File: config.mk
export PLATFORM = sky130hd
export DESIGN_NAME = pwm_deadtime_pair
export DESIGN_NICKNAME = d
export VERILOG_FILES = /design/src/rtl/pwm_dt_pkg.sv /design/src/rtl/pwm_dt_src_sel.sv /design/src/rtl/pwm_dt_edge_delay.sv /design/src/rtl/pwm_deadtime_pair.sv
export SDC_FILE = /design/constraint.sdc
export NUM_CORES = 1
export LEC_CHECK = 0
export CAP_MARGIN = 30
export CORE_UTILIZATION = 53
export CTS_CLUSTER_DIAMETER = 30
export CTS_CLUSTER_SIZE = 8
export DETAILED_ROUTE_END_ITERATION = 10
export HOLD_SLACK_MARGIN = 0.08
export PLACE_DENSITY = 0.9
export SLEW_MARGIN = 0
export SYNTH_ARGS = -nofsm -noshare
export SYNTH_HDL_FRONTEND = slang
export SYNTH_SLANG_ARGS = --single-unit
File: constraint.sdc
create_clock -name clk -period 2.11 [get_ports clk]
set_clock_uncertainty 0.1 [all_clocks]
set_input_delay 0.422 -clock clk [delete_from_list [all_inputs] [get_ports clk]]
set_output_delay 0.422 -clock clk [all_outputs]
set_load 0.01 [all_outputs]
File: src/rtl/pwm_dt_pkg.sv
package pwm_dt_pkg;
  localparam int CH_NUM = 2;

  typedef enum logic [1:0] {
    DLY_LOW  = 2'd0,
    DLY_WAIT = 2'd1,
    DLY_HIGH = 2'd2
  } dly_state_e;
endpackage

File: src/rtl/pwm_dt_src_sel.sv
module pwm_dt_src_sel (
  input  logic comp_en,
  input  logic raw_a,
  input  logic raw_b,
  output logic src_a,
  output logic src_b
);
  // Channel B follows the inverse of A in complementary mode, else raw_b
  always_comb begin
    src_a = raw_a;
    src_b = comp_en ? ~raw_a : raw_b;
  end
endmodule

File: src/rtl/pwm_dt_edge_delay.sv
module pwm_dt_edge_delay
  import pwm_dt_pkg::*;
#(
  parameter int DT_W = 11
) (
  input  logic            clk,
  input  logic            rst,
  input  logic            src,
  input  logic [DT_W-1:0] dt,
  output logic            q
);
  logic            prev;
  logic [DT_W-1:0] cnt;
  dly_state_e      st;

  always_ff @(posedge clk) begin
    if (rst) begin
      prev <= 1'b0;
      cnt  <= '0;
      st   <= DLY_LOW;
      q    <= 1'b0;
    end else begin
      prev <= src;
      if (!src) begin
        // falling edge or low level: immediate, cancels any pending rise
        st  <= DLY_LOW;
        cnt <= '0;
        q   <= 1'b0;
      end else if (!prev) begin
        // rising edge: capture the delay now
        if (dt == '0) begin
          st <= DLY_HIGH;
          q  <= 1'b1;
        end else begin
          st  <= DLY_WAIT;
          cnt <= dt;
          q   <= 1'b0;
        end
      end else if (st == DLY_WAIT) begin
        if (cnt == DT_W'(1)) begin
          st  <= DLY_HIGH;
          cnt <= '0;
          q   <= 1'b1;
        end else begin
          cnt <= cnt - DT_W'(1);
        end
      end
    end
  end

  // a low source forces the output low at the next edge
  p_fall_immediate_r2: assert property (@(posedge clk) disable iff (rst)
    !src |=> !q);

  // zero delay passes the rise straight through
  p_zero_delay_r3: assert property (@(posedge clk) disable iff (rst)
    (src && !prev && dt == '0) |=> q);

  // a nonzero delay holds the output low after the rise
  p_hold_low_r4: assert property (@(posedge clk) disable iff (rst)
    (src && !prev && dt != '0) |=> !q);

  // a pending count never sits at zero
  p_count_live_r10: assert property (@(posedge clk) disable iff (rst)
    (st == DLY_WAIT) |-> (cnt != '0));

  // while waiting, the output stays low
  p_wait_low_r5: assert property (@(posedge clk) disable iff (rst)
    (st == DLY_WAIT) |-> !q);
endmodule

File: src/rtl/pwm_deadtime_pair.sv
module pwm_deadtime_pair
  import pwm_dt_pkg::*;
#(
  parameter int DT_W = 11
) (
  input  logic            clk,
  input  logic            rst,
  input  logic            comp_en,
  input  logic            raw_a,
  input  logic            raw_b,
  input  logic [DT_W-1:0] dt_a,
  input  logic [DT_W-1:0] dt_b,
  output logic            out_a,
  output logic            out_b
);
  logic [CH_NUM-1:0]           src;
  logic [CH_NUM-1:0][DT_W-1:0] dtv;
  logic [CH_NUM-1:0]           qv;

  pwm_dt_src_sel u_sel (
    .comp_en (comp_en),
    .raw_a   (raw_a),
    .raw_b   (raw_b),
    .src_a   (src[0]),
    .src_b   (src[1])
  );

  assign dtv[0] = dt_a;
  assign dtv[1] = dt_b;

  for (genvar g = 0; g < CH_NUM; g++) begin : g_ch
    pwm_dt_edge_delay #(.DT_W(DT_W)) u_dly (
      .clk (clk),
      .rst (rst),
      .src (src[g]),
      .dt  (dtv[g]),
      .q   (qv[g])
    );
  end

  assign out_a = qv[0];
  assign out_b = qv[1];

  // complementary pair never overlaps
  p_no_overlap_r8: assert property (@(posedge clk) disable iff (rst)
    $past(comp_en) |-> !(out_a && out_b));

  // in complementary mode a high raw_a keeps B low
  p_comp_inverse_r6: assert property (@(posedge clk) disable iff (rst)
    (comp_en && raw_a) |=> !out_b);

  // in independent mode a low raw_b keeps B low
  p_indep_b_r9: assert property (@(posedge clk) disable iff (rst)
    (!comp_en && !raw_b) |=> !out_b);

  // outputs low right after reset
  p_reset_low_r1: assert property (@(posedge clk)
    rst |=> (!out_a && !out_b));
endmodule

Yosys cells after proc, flatten, opt, wreduce, memory -nomap -nowiden
Cells that the tools add are included.

Bits in registers: 30. Input bits: 27. Output and inout bits: 2. Logic and storage cells: 55.

Add/subtract/negate cells: 2. Eq/ne operators: 10. Multiplexer cells: 25. Bitwise operators: 2. Reductions and logical operators: 8.

Operator list (count): $mux W11 (8); $eq A11 B1 Y1 const B (2); $logic_not A11 Y1 (2); $sub A11 B1 Y11 const B (2); $mux W2 (8); $mux W1 (9); $ne A2 B2 Y1 const B (4); $reduce_and A2 Y1 (4); $eq A2 B1 Y1 const B (2); $ne A2 B1 Y1 const B (2); $reduce_or A2 Y1 (2); $not A1 Y1 (2).

Longest topological paths before layout
Depth after elaboration: 4. Gate-level depth with buffers: 8. Gate-level depth less buffers: 7.

By module
A second synthesis with hierarchy kept.

Cell total of the unflattened synthesis: 255. Area total of the unflattened synthesis: 2103.3 um^2.

By module, submodules not included: pwm_dt_edge_delay (instances 2, cells an instance 126, area an instance 1041.0 um^2, sequential area each 300.3 um^2); pwm_dt_src_sel (instances 1, cells an instance 3, area an instance 21.3 um^2, sequential area each 0.0 um^2).

Worst setup path after synthesis
No wires, ideal clock.

Path type: register to register. From: register g_ch[1].u_dly.cnt[0]. To: register g_ch[1].u_dly.cnt[8]. Setup time: 70 ps. Data arrival time: 1536 ps. Required time: 1940 ps. Path slack: 404 ps. Stages on the path, launching flop included: 7. Buffers on the path: 0. Period minus slack after synthesis: 1706 ps. Cell sequence: dfxtp_1 inv_1 ha_1 nor3b_4 a31oi_1 or4_1 a21oi_1.

Cells in the longest elaborated chain, start to end: 4. Elaborated cells between the ends (all ways): 5. Those cells by class: add/sub (1); eq/ne (1); mux (3).

RTL lines: start, declared (RTL line pwm_dt_edge_delay.sv:13) `logic [DT_W-1:0] cnt;`; start signal, assigned (RTL line pwm_dt_edge_delay.sv:36) `cnt <= dt;`; start signal, assigned (RTL line pwm_dt_edge_delay.sv:45) `cnt <= cnt - DT_W'(1);`; $sub A11 B1 Y11 / $eq A11 B1 Y1 (equally long branches) (RTL line pwm_dt_edge_delay.sv:45, pwm_dt_edge_delay.sv:40); $mux W11 (*) (RTL line pwm_dt_edge_delay.sv:40) `if (cnt == DT_W'(1)) begin`; $mux W11 (*) (RTL line pwm_dt_edge_delay.sv:39) `end else if (st == DLY_WAIT) begin`; $mux W11 (*) (RTL line pwm_dt_edge_delay.sv:29) `end else if (!prev) begin`.

Mark *: on every way between the ends. The rest lies on a longest branch, timed or not. The select of a mux whose other input is x is not followed. A chain may end at the register's enable or synchronous reset.

Worst setup path after layout
From: input port dt_b[1]. To: register g_ch[1].u_dly.cnt[5].

Cells in the longest elaborated chain, start to end: 3.

RTL lines: start, declared (RTL line pwm_deadtime_pair.sv:12) `input logic [DT_W-1:0] dt_b,`; $logic_not A11 Y1 (RTL line pwm_dt_edge_delay.sv:31) `if (dt == '0) begin`; $ne A2 B1 Y1 (no source line); $reduce_and A2 Y1 (no source line).

No other way between the ends.

==> results.toml <==
[critical_path]
worst_ep_arrival_time_ps = 2070
endpoint = "g_ch[1].u_dly.cnt[5]"
critPathKind = "in -> reg"
crit_path_end_kind = "flip-flop"
timing.rr.start = "g_ch[1].u_dly.cnt[1]"
r2r_slack_ps = 190
required_ps = 2240
reg2regPathDepth = 7
cp-start-kind = "input port"
critPathMaxFanout = 8
timing.rr.end = "g_ch[1].u_dly.cnt[8]"
critPathLaunch = "dt_b[1]"

[die]
start_util_pct = 55.8
fp.dieW_um = 61.3
pin_count = 29
die_h_um = 61.3
std_cell_rows = 21
die_area_um2 = 3750
core_area_um2 = 3340

[yosys]
synth_nets = 267
synthTopCellsByArea = "dfxtp_1 (32%), a21oi_1 (5.4%), nor2_1 (4.6%)"
synth_area_um2 = 1860
synth_edf_count = 0
yosys.area.top_type = "dfxtp_1"
yosysWarnings = 0
yosysTopAreaCellShare_pct = 32.3
ys_ff_latch = 30
yosys.cell_types.count = 51
ys_seq_area_share_pct = 32.3
async_flop_share_pct = 0
ys.flop_type = "dfxtp_1"
synth_area_per_cell_um2 = 7.88
syn_inst = 236

[final_layout]
post-route-util_pct = 71.3
syn_to_final_growth_pct = 27.8
final_cell_mix = "dfxtp_1 (30), clkdlybuf4s50_1 (28), nor2_1 (23), buf_4 (23), nand2_1 (21)"
fillers = 269
final_common_cell = "dfxtp_1"
fin_nets = 315
n_antenna_cell = 0
drive_above_1_share_pct = 16.1

[power_and_ir_drop]
powerDensity_nw_per_um2 = 612
p_total_uw = 1460
ir_drop_v = 0.000566
power_leakage_uw = 0.000912

[clocking]
post-cts-setup-buffers = 0
htree_num_levels = 2
cts-root-buf = "clkbuf_4"
clk_latency_ps = 340
cts_tree = "built"
clockBufferDepth = 2
cts_sinks = 30
cts_resized = 0
hold_buffers = 0
clk_pin_slew_ps = 100
cts_made_buffers = 5

[run]
cap_violations = 0

[timing]
period_minus_slack_ps = 1940
clock.fmax_ghz = 0.516
finalMaxSlewViolations = 0
post-route-period-util_pct = 91.9
final-setup-viol-count = 0
slew_headroom_pct = 67.8
worst_hold_slack_ps = 359
hold_viol = 0
rsz0062_at_grt = "false"
worst_slew_pin_slew_ps = 479

[global_route]
grt_pass1_vias = 1749
met3_usage_pct = 7.14
grt_start_max_net_pins = 13
grt_overflow = 0
met2_usage_pct = 50.5
grtUsageMet1_pct = 31.0
grt_pass1_wl_um = 7560
grt_busiest_layer = "met2"
antenna_found_initial = 0
grt_use_total_pct = 27.5

[worst_hold_path]
hold_class = "reg -> reg"

[outcome]
status = "completed"

[placement]
port_buffers = 28
gp_congestion = 0.979
hpwl_um = 3680

[drt]
drt-total-wl_um = 4810
wire_per_inst_um = 14.5
drc_errors = 0
drtAntennaViolNets = 0
firstDrtPassIters = 4
drt_iter0_markers = 172
via_per_inst = 5.92
num_vias = 1961
## per-layer routing
| metal | up-vias | part of all wire (%) | wire (µm) |
|---|---|---|---|
| met5 | - | 0 | 0 |
| met4 | 0 | 1.2 | 59 |
| met3 | 8 | 6.1 | 295 |
| met2 | 75 | 51 | 2470 |
| met1 | 901 | 41 | 1980 |
| li1 | 977 | - | - |
## stage by stage
stage | setup slack, ps | setup TNS (ps) | instances | cell area [µm²]
6_report | 172 | 0 | 331 | 2380
5_1_grt | 63.8 | 0 | 331 | 2380
4_1_cts | 175 | 0 | 331 | 2380
3_5_place_dp | -164 | -1620 | 323 | 2320
3_3_place_gp | -173 | -1330 | 323 | 2320
2_1_floorplan | 404 | 0 | 236 | 1860
## worst min path at each step
| stage | cells past startpoint | to | start | slack (ps) |
|---|---|---|---|---|
| global route | 2 | g_ch[1].u_dly.st[0] | g_ch[1].u_dly.st[0] | 390 |
| global placement | 1 | g_ch[0].u_dly.st[1] | g_ch[0].u_dly.st[1] | 340 |
| floorplan | 2 | g_ch[1].u_dly.st[0] | g_ch[1].u_dly.st[0] | 330 |
| detailed placement | 1 | g_ch[1].u_dly.st[1] | g_ch[1].u_dly.st[1] | 350 |
| finish | 2 | g_ch[1].u_dly.st[0] | g_ch[1].u_dly.st[0] | 360 |
| CTS | 2 | g_ch[1].u_dly.st[0] | g_ch[1].u_dly.st[0] | 360 |
## worst max-delay path, cell delays in order
cell	delay [ps]
clkdlybuf4s50_1	420
nor4_1	480
nand3_1	170
o21a_1	300
nand2_1	170
o22ai_1	110
## report_power, final
group,leakage [µW],switching [µW],internal (µW)
sequential,0.000246,44.3,601
clock,0.0000353,207,161
combinational,0.000631,221,221
## registers in the layout, summed over array words and instances, names as in the netlist
name,flops
g_ch.u_dly.cnt,22
g_ch.u_dly.prev,2
g_ch.u_dly.q,2
g_ch.u_dly.st,4
## synthesized netlist by cell type, types with 5 or more instances
library cell / count
a21oi_1: 20
a31oi_1: 10
dfxtp_1: 30
inv_1: 8
mux2i_1: 5
nand2_1: 21
nand3_1: 10
nor2_1: 23
nor3_1: 7
nor4_1: 5
o21a_1: 7
o21ai_0: 7
o21ai_1: 10
## final cells by class
| cell class | instances | area (µm²) | share of cell area [%] |
|---|---|---|---|
| well taps | 46 | 57.6 | 2.42 |
| clock buffers | 7 | 55.1 | 2.31 |
| multi-input cells | 185 | 1170 | 49.0 |
| inverters | 11 | 41.3 | 1.74 |
| repair buffers | 51 | 453 | 19.0 |
| flip-flops and latches | 30 | 601 | 25.2 |
| clock inverters | 1 | 5.00 | 0.210 |
## cells by family after synthesis
logic type | Yosys count | synth area share, %
adders and majority gates | 4 | 2.69
muxes | 6 | 3.30
DFF | 30 | 32.3
buffers and inverters | 21 | 5.04
AOI/OAI and AO/OA | 78 | 27.3
and+or+nand+nor | 97 | 29.4
Note: power is estimated with default switching activity, not from simulation.
